### src/rtl/chain_buf_release.sv
module chain_buf_release #(
  parameter int PW      = 32,
  parameter int NBUF    = 16,
  parameter int POOL_ID = 1
) (
  input  logic                      clk,
  input  logic                      rst_n,
  input  logic                      dw_en,
  input  logic [$clog2(NBUF)-1:0]   dw_addr,
  input  logic [7:0]                dw_ref,
  input  logic [PW-1:0]             dw_next,
  input  logic                      inc_en,
  input  logic [$clog2(NBUF)-1:0]   inc_addr,
  input  logic                      rel_valid,
  output logic                      rel_ready,
  input  logic [PW-1:0]             rel_handle,
  output logic                      fl_valid,
  input  logic                      fl_ready,
  output logic [PW-1:0]             fl_handle,
  output logic [3:0]                fl_pool,
  input  logic                      fw_in_valid,
  output logic                      fw_in_ready,
  input  logic [PW-1:0]             fw_in_handle,
  output logic                      fw_out_valid,
  input  logic                      fw_out_ready,
  output logic [PW-1:0]             fw_out_handle,
  input  logic [$clog2(NBUF)-1:0]   rd_addr,
  output logic [7:0]                rd_ref,
  output logic [PW-1:0]             rd_next,
  output logic [3:0]                rd_pool,
  output logic                      ref_err
);
  localparam int AW = $clog2(NBUF);
  localparam logic [3:0] POOL = 4'(POOL_ID);

  typedef enum logic [1:0] {S_IDLE, S_WALK, S_PUSH} st_t;
  st_t st;
  logic [PW-1:0] cur;
  logic [7:0]    ref_q  [NBUF];
  logic [PW-1:0] nxt_q  [NBUF];
  logic [3:0]    pool_q [NBUF];

  wire [AW-1:0] cur_idx  = cur[AW-1:0];
  wire [7:0]    cur_ref  = ref_q[cur_idx];
  wire [PW-1:0] cur_nxt  = nxt_q[cur_idx];
  wire          inc_hit  = inc_en && inc_addr == cur_idx;
  wire          dw_hit   = dw_en && dw_addr == cur_idx;
  wire          dec_go   = st == S_WALK && cur_ref != 8'd0;
  wire          free_now = dec_go && cur_ref == 8'd1 && !inc_hit && !dw_hit;

  genvar gi;
  generate
    for (gi = 0; gi < NBUF; gi++) begin : g_desc
      wire ld_i  = dw_en && dw_addr == AW'(gi);
      wire inc_i = inc_en && inc_addr == AW'(gi);
      wire dec_i = dec_go && cur_idx == AW'(gi);
      always_ff @(posedge clk) begin
        if (!rst_n) begin
          ref_q[gi]  <= '0;
          nxt_q[gi]  <= '0;
          pool_q[gi] <= '0;
        end else if (ld_i) begin
          ref_q[gi]  <= dw_ref;
          nxt_q[gi]  <= dw_next;
          pool_q[gi] <= '0;
        end else begin
          if (inc_i && !dec_i && ref_q[gi] != 8'hFF) ref_q[gi] <= ref_q[gi] + 8'd1;
          if (dec_i && !inc_i) ref_q[gi] <= ref_q[gi] - 8'd1;
          if (dec_i && free_now) pool_q[gi] <= POOL;
        end
      end
    end
  endgenerate

  always_ff @(posedge clk) begin
    if (!rst_n) begin
      st      <= S_IDLE;
      cur     <= '0;
      ref_err <= 1'b0;
    end else begin
      case (st)
        S_IDLE: if (rel_valid && rel_handle != '0) begin
          cur <= rel_handle;
          st  <= S_WALK;
        end
        S_WALK: begin
          if (cur_ref == 8'd0) begin
            ref_err <= 1'b1;
            st      <= S_IDLE;
          end else if (free_now) st <= S_PUSH;
          else st <= S_IDLE;
        end
        S_PUSH: if (fl_ready) begin
          if (cur_nxt != '0) begin
            cur <= cur_nxt;
            st  <= S_WALK;
          end else st <= S_IDLE;
        end
        default: st <= S_IDLE;
      endcase
    end
  end

  assign rel_ready = st == S_IDLE;
  assign fl_valid  = st == S_PUSH;
  assign fl_handle = cur;
  assign fl_pool   = pool_q[cur_idx];

  wire fw_grant = (st == S_IDLE && !rel_valid) || (st == S_PUSH && !fl_ready);
  assign fw_in_ready   = fw_grant && fw_out_ready;
  assign fw_out_valid  = fw_grant && fw_in_valid;
  assign fw_out_handle = fw_in_handle;

  assign rd_ref  = ref_q[rd_addr];
  assign rd_next = nxt_q[rd_addr];
  assign rd_pool = pool_q[rd_addr];

  assert_hold_R8: assert property (@(posedge clk) disable iff (!rst_n)
    fl_valid && !fl_ready |=> fl_valid && $stable(fl_handle));
  assert_sticky_R6: assert property (@(posedge clk) disable iff (!rst_n)
    ref_err |=> ref_err);
  assert_prio_R9: assert property (@(posedge clk) disable iff (!rst_n)
    rel_valid && rel_ready |-> !fw_in_ready);
  assert_unblock_R9: assert property (@(posedge clk) disable iff (!rst_n)
    fl_valid && !fl_ready && fw_out_ready |-> fw_in_ready);
  assert_nonnull_R5: assert property (@(posedge clk) disable iff (!rst_n)
    fl_valid |-> fl_handle != '0);
  assert_busy_R11: assert property (@(posedge clk) disable iff (!rst_n)
    rel_ready |-> !fl_valid);
endmodule

### config.mk
export PLATFORM = sky130hd
export DESIGN_NAME = chain_buf_release
export DESIGN_NICKNAME = d
export VERILOG_FILES = /design/src/rtl/chain_buf_release.sv
export SDC_FILE = /design/constraint.sdc
export NUM_CORES = 1
export LEC_CHECK = 0
export BUFFER_PORTS_ARGS = -buffer_cell sky130_fd_sc_hd__buf_2
export CAP_MARGIN = 20
export CORE_MARGIN = 3
export CORE_UTILIZATION = 52
export DETAILED_ROUTE_END_ITERATION = 16
export PLACE_DENSITY = 0.7
export SLEW_MARGIN = 10
export SYNTH_ARGS = -nofsm -noshare
export SYNTH_HDL_FRONTEND = slang
export SYNTH_SLANG_ARGS = --single-unit
### constraint.sdc
create_clock -name clk -period 5.1 [get_ports clk]
set_input_delay 0.51 -clock clk [delete_from_list [all_inputs] [get_ports clk]]
set_output_delay 0.51 -clock clk [all_outputs]
set_load 0.1 [all_outputs]
# Yosys cells after proc, flatten, opt, wreduce, memory -nomap -nowiden
# Memories as Yosys holds them, arrays and structs flattened. A register that Yosys moved wholly into a read port is not among the register bits.
# Cells that the tools add are included.
# totals
memories	3
output_inout_bits	117
wordCells	728
mem_bits_rw	656
ff_bits	35
# mem_list
name	depth	width	read_ports	rd_ports_with_merged_regs	wr	line	source
nxt_q	16	32	2	1	16	40	logic [PW-1:0] nxt_q [NBUF];
ref_q	16	8	18	1	16	39	logic [7:0] ref_q [NBUF];
pool_q	16	1	2	1	16	41	logic [3:0] pool_q [NBUF];
# classes
n_mux	353
eq_ne	69
bitwise_logic	96
n_addsub	32
n_reduce_logical	172
# op_table
op	count
32-bit two-way mux	19
8-bit two-way mux	48
1-bit two-way mux	274
8-bit by 1-bit adder with 8-bit output, second input constant	16
8-bit != test, second input constant	16
8-bit by 1-bit subtractor with 8-bit output, second input constant	16
1-bit logical AND	123
4-bit == test, second input constant	24
1-bit OR	96
32-bit one-hot mux with 2 select lines	1
32-bit nonzero test	2
4-bit by 3-bit == test with 1-bit output, second input constant	12
1-bit logical NOT	36
4-bit by 2-bit == test with 1-bit output, second input constant	6
4-bit two-way mux	6
4-bit by 1-bit == test with 1-bit output, second input constant	3
4-bit logical NOT	3
4-bit == test	2
8-bit by 1-bit == test with 1-bit output, second input constant	1
8-bit logical NOT	1
2-bit two-way mux	4
8-bit nonzero test	1
2-bit by 1-bit != test with 1-bit output, second input constant	3
2-bit one-hot mux with 3 select lines	1
7 further kinds	8

# Longest topological paths before layout
# Gate-level depths: netlist of the first run.
# depth
word_depth	12
ltp_mapped	15
ltp_nobuf	10

# Worst setup path after synthesis of the first run
# No wires, ideal clock.
# synth_timing
path_kind	in2reg
from	in dw_addr[1]
to	mem ref_q[11][0], enable pin
t_arrival_ps	3689
path_buffers	1
setup_slack_ps	1115
setup_ps	296
stages	5
path_cell_list	clkbuf_1 nand3_1 o21ai_1 nor3_1 or3_1
# synth_lines
element	line	source
start, declared	9	input logic [$clog2(NBUF)-1:0] dw_addr,
end, declared	39	

==> results of run 1 <==
[worst max-delay path by stage]
stage / cells after the start / to / from / slack, ns
2_1_floorplan: 5 / ref_q[11][0]$_DFFE_PP_ / dw_addr[1] / 1.12
3_3_place_gp: 10 / register / register / 0.79
3_5_place_dp: 10 / fl_handle[19]$_SDFFE_PN0N_ / register / 0.74
4_1_cts: 10 / fl_handle[19]$_SDFFE_PN0N_ / register / 0.73
5_1_grt: 9 / ref_q[13][7]$_DFFE_PP_ / register / 0.38
6_report: 9 / ref_q[13][5]$_DFFE_PP_ / register / 0.61
[logic make-up after synthesis]
group,after synthesis,share of synthesized area [%]
AO/OA/AOI/OAI,478,8.44
AND/OR/NAND/NOR,1197,15.5
buffers and inverters,426,4.52
XOR/XNOR,115,2.40
flip-flops,695,48.9
other,1,0.00895
multiplexers,369,19.3
adder cells (fa/ha/maj),32,0.956
[Yosys cell counts, drive strengths merged (5+ instances only)]
library cell	count	area, um^2
o21ai	88	440
o21a	7	52.6
a21oi	47	235
o31ai	5	37.5
buf	109	706
a22oi	77	578
nor3	81	405
nor4	34	225
mux2i	20	200
and2	525	3280
xor2	55	482
a311o	6	60.1
or2	6	37.5
nor3b	13	97.6
a221oi	38	333
or4	10	75.1
a311oi	5	50.0
mux4	348	7860
or3	15	93.8
nor2	133	499
a31oi	20	138
dfxtp	40	801
nand2	197	739
xnor2	60	526
nor2b	11	68.8
and3	40	250
o221ai	20	175
clkbuf	240	901
a22o	37	324
nand4	12	75.1
ha	32	400
inv	77	289
a211oi	36	270
edfxtp	655	19700
nand3	92	460
o211ai	16	120
nand2b	16	100
a221o	43	430
[tightest hold or removal path, cell delays in order]
cell and delay, ns:
buf_2 0.11, mux2i_1 0.12, a211oi_1 0.08
[cell type report]
cell class | instances | share of cell area [%]
inverters | 77 | 0.625
clock buffers | 92 | 4.38
repair buffers | 278 | 3.90
multi-input cells | 2197 | 42.7
diodes | 10 | 0.0541
flip-flops and latches | 695 | 44.3
well taps | 1050 | 2.84
clock inverters | 51 | 1.18
[layer usage]
metal / up-vias / wire length [um] / GRT usage (%)
met5: - / 100 / 0
met4: 16 / 6190 / 13.9
met3: 444 / 21900 / 10.2
met2: 2711 / 65700 / 51.4
met1: 15800 / 52200 / 46.9
li1: 12800 / - / -
[registers in the layout, summed over array words and instances (netlist names), named ones only]
signal     flops
ref_err        1
ref_q        128
st             2
nxt_q        512
fl_handle     32
pool_q        16
[through the flow]
stage | std cells | power (mW) | area, um^2
2_1_floorplan | 3318 | 9.04 | 41900
3_3_place_gp | 4295 | 9.76 | 43600
3_5_place_dp | 4297 | 9.83 | 43600
4_1_cts | 4440 | 15.5 | 46200
5_1_grt | 4445 | 15.9 | 46200
6_report | 4450 | 15.5 | 46200
[power breakdown]
group | switching, mW | internal [mW]
combinational | 1.88 | 0.950
clock | 2.45 | 3.28
sequential | 0.352 | 6.61
total | 4.68 | 10.8
==> run metrics, run 1 <==
run status completed; Worst Hold End fl_handle[11]$_SDFFE_PN0N_; final setup vio count 0; r2r setup slk 0.61 ns; WS Path Type register to register; hold depth 3; GRT overflow 0; Sequential Area 0.0205 mm^2; r2r endpoint ref_q[13][5]$_DFFE_PP_; critical path peak fanout 10; Via density 7.14; min-delay worst type primary input to register; footprint of the multi-input gates 0.0198 mm^2; CP peak stage delay 0.80 ns; vias 31,800; Worst slew margin 20.0%; EDFF count, synth 655; setup_tns 0 ns; Arr. time, crit path 4.77 ns; setup ws final 0.609 ns; Syn Area/Cell 12.6 um^2; initial antenna violation count 22; hpwl dp 91.4 mm; starting density of the core 52.8%; global-route usage over all layers 34.2%; period utilization 88.1%; worst-path cell chain buf_4 -> mux4_2 -> o311ai_0 -> o2111ai_1 -> or3_1 -> buf_4 -> a311oi_2 -> nor2_1 -> nand2_1; final slew viol count 0; RSZ-0062 raised after global routing false; Syn Std Cell Area 0.0419 mm^2; commonest non-fill, non-tap cell in the layout edfxtp_1; post-synthesis sequential area ratio 48.9%; P&R area growth vs syn 10.4%; cts bufs inserted 78; maximum VDD drop 0.262 mV; post-route core utilization 58.2%; Port Buffers 170; number of gates resized after CTS 0; CTS root buf clkbuf_16; cell mode on critical path buf_4; Clock transition at path regs 0.06 ns; die extent in y 290 um; Syn Inst Count 3,313; fmax 223 MHz; synth warn 0; layout cells sized above 1 23.4%; final WL 146 mm; Filler cells 6,214; Yosys reg bits 695; worst hold start rel_handle[11]; CP required 5.38 ns; CTS Hold Bufs 0; global-route wire length before repair 213 mm; Reg2Reg Depth 9; Top delay family on crit path compound AO/OA/AOI/OAI gates; CTS tree built; worst slew pin tran 1.20 ns; FP Rows 103; Antenna Nets Post-Route 0; wire per inst 32.8 um; clock latency on the worst-skew pair 0.65 ns; die area 0.0840 mm^2; RD Place Congestion 0.940; CTS Sinks 695; Pre-antenna DRT Iters 8; fin crit period 4.49 ns; post-synth cell types 72; Iter 0 DRT Violations 5,143; total of max-cap violations 0; Pleak 16.1 nW; Top FF cell, synth edfxtp_1; # DRC 0; Async SR Flop Fraction 0%; Setup Slack @ Placement 0.745 ns; vias in the first global route 31,500; # nets final 3,483; skew final 0.0448 ns; CP Capture Type register; postcts setup bufs 0; CTS HTree Levels 3; most frequent cells in the layout 655 x edfxtp_1, 524 x and2_1, 342 x mux4_2; CP startpoint kind register; Hold Fails Final Rpt 0; WP buf/inv 2; pwr/cell area 336 mW/mm^2; core box area 0.0794 mm^2; Die Wd 290 um; Worst path slowest cell dfxtp_1; pin count of the biggest net entering global routing 68; clk buf depth 3; Hold WS 0.217 ns; Top Ports 241
(Power assumes the default switching activity.)
==> run 2, diff against run 1 <==
--- a/config.mk
+++ b/config.mk
@@ -10,7 +10,7 @@
 export CORE_MARGIN = 3
 export CORE_UTILIZATION = 52
 export DETAILED_ROUTE_END_ITERATION = 16
-export PLACE_DENSITY = 0.7
+export PLACE_DENSITY_LB_ADDON = 0.15
 export SLEW_MARGIN = 10
 export SYNTH_ARGS = -nofsm -noshare
 export SYNTH_HDL_FRONTEND = slang
==> run metrics, run 2 (synthesis gave the netlist of run 1 again) <==
run status completed; WP buf/inv 4; CP peak stage delay 0.90 ns; vias 31,400; total power 15.4 mW; Pre-antenna DRT Iters 8; final slew viol count 0; clk buf depth 3; most frequent cells in the layout 655 x edfxtp_1, 524 x and2_1, 342 x mux4_2; pwr/cell area 334 mW/mm^2; r2r endpoint ref_q[11][4]$_DFFE_PP_; Via density 7.10; Top delay family on crit path simple AND/OR/NAND/NOR gates; hpwl dp 91.3 mm; total of max-cap violations 0; global-route usage over all layers 34.4%; worst-path cell chain buf_12 -> inv_1 -> mux4_2 -> nand2b_1 -> o2111ai_1 -> nor3_2 -> buf_4 -> buf_4 -> nor3_1 -> or3_1; setup_tns 0 ns; cell mode on critical path buf_4; postcts setup bufs 0; Pleak 16.1 nW; min-delay worst type primary input to register; Arr. time, crit path 4.79 ns; final WL 147 mm; Port Buffers 170; CP Capture Type register; fin crit period 4.50 ns; # nets final 3,470; Top Ports 241; number of gates resized after CTS 0; die area 0.0840 mm^2; hold depth 3; die extent in y 290 um; CTS tree built; CTS Sinks 695; WS Path Type register to register; period utilization 88.2%; initial antenna violation count 13; RD Place Congestion 0.979; max reg flops 512; Clock transition at path regs 0.06 ns; post-route core utilization 58.1%; CTS HTree Levels 3; GRT overflow 0; fmax 222 MHz; core box area 0.0794 mm^2; Iter 0 DRT Violations 4,591; Reg2Reg Depth 10; FP Rows 103; CTS root buf clkbuf_16; # DRC 0; Post-Place Cell Area 0.0435 mm^2; Worst path slowest cell nor3_1; commonest non-fill, non-tap cell in the layout edfxtp_1; vias in the first global route 30,900; Antenna Nets Post-Route 0; maximum VDD drop 0.262 mV; final setup vio count 0; wire per inst 33.2 um; P&R area growth vs syn 9.99%; Filler cells 6,373; worst hold start fl_ready; cts bufs inserted 79; r2r setup slk 0.60 ns; Worst slew margin 25.8%; RSZ-0062 raised after global routing false; Die Wd 290 um; CP startpoint kind register; largest register by flop count nxt_q; worst slew pin tran 1.10 ns; Worst Hold End st[1]$_SDFFE_PN0P_; fin area 0.0461 mm^2; layout cells sized above 1 23.3%; CTS Hold Bufs 0; global-route wire length before repair 213 mm; starting density of the core 52.8%; pin count of the biggest net entering global routing 72; critical path peak fanout 38; skew final 0.0230 ns; clock latency on the worst-skew pair 0.63 ns; Hold Fails Final Rpt 0; CP required 5.39 ns
==> run 2: power by group <==
part | internal [mW] | switching, mW
registers | 6.61 | 0.364
clock network | 3.23 | 2.41
logic | 0.945 | 1.85
==> run 2: worst max-delay path by stage <==
stage | start | to | depth (start not counted) | slack [ns]
after floorplan | dw_addr[1] | ref_q[11][0]$_DFFE_PP_ | 5 | 1.12
after global placement | register | ref_q[14][6]$_DFFE_PP_ | 10 | 0.72
after detailed placement | register | ref_q[14][4]$_DFFE_PP_ | 10 | 0.62
after CTS | register | ref_q[14][5]$_DFFE_PP_ | 10 | 0.58
after global routing | register | ref_q[11][4]$_DFFE_PP_ | 10 | 0.38
final | register | ref_q[11][4]$_DFFE_PP_ | 10 | 0.60
==> run 2: layout make-up <==
| type | instances | area [um^2] | area share [%] |
|---|---|---|---|
| Sequential cell | 695 | 20500 | 44.4 |
| Tap cell | 1050 | 1310 | 2.85 |
| Multi-Input combinational cell | 2197 | 19800 | 42.9 |
| Clock buffer | 93 | 2070 | 4.50 |
| Antenna cell | 2 | 5.00 | 0.0109 |
| Inverter | 77 | 289 | 0.627 |
| Clock inverter | 51 | 462 | 1.00 |
| Timing Repair Buffer | 264 | 1700 | 3.69 |
==> run 2: worst reg2reg max path: cells and delay by family, from the launching register on <==
family / cells / cell delay, ns
buffers and inverters: 4 / 1.04
flip-flops: 1 / 0.78
AND/OR/NAND/NOR: 4 / 1.65
multiplexers: 1 / 0.44
AO/OA/AOI/OAI: 1 / 0.24
==> run 2: layer usage <==
layer  up-vias  wire length [um]  GRT usage, %
li1      12700                 -             -
met1     15800             53800          46.7
met2      2405             66700          52.9
met3       499             18800          8.77
met4         8              7820          15.3
met5         -                54             0
==> run 2: through the flow <==
step / worst slack, ns / hold WS (ns) / std cells
finish: 0.601 / 0.209 / 4429
floorplan: 1.12 / 0.453 / 3318
global placement: 0.722 / 0.501 / 4282
detailed placement: 0.616 / 0.509 / 4283
CTS: 0.585 / 0.168 / 4427
global route: 0.383 / 0.188 / 4428
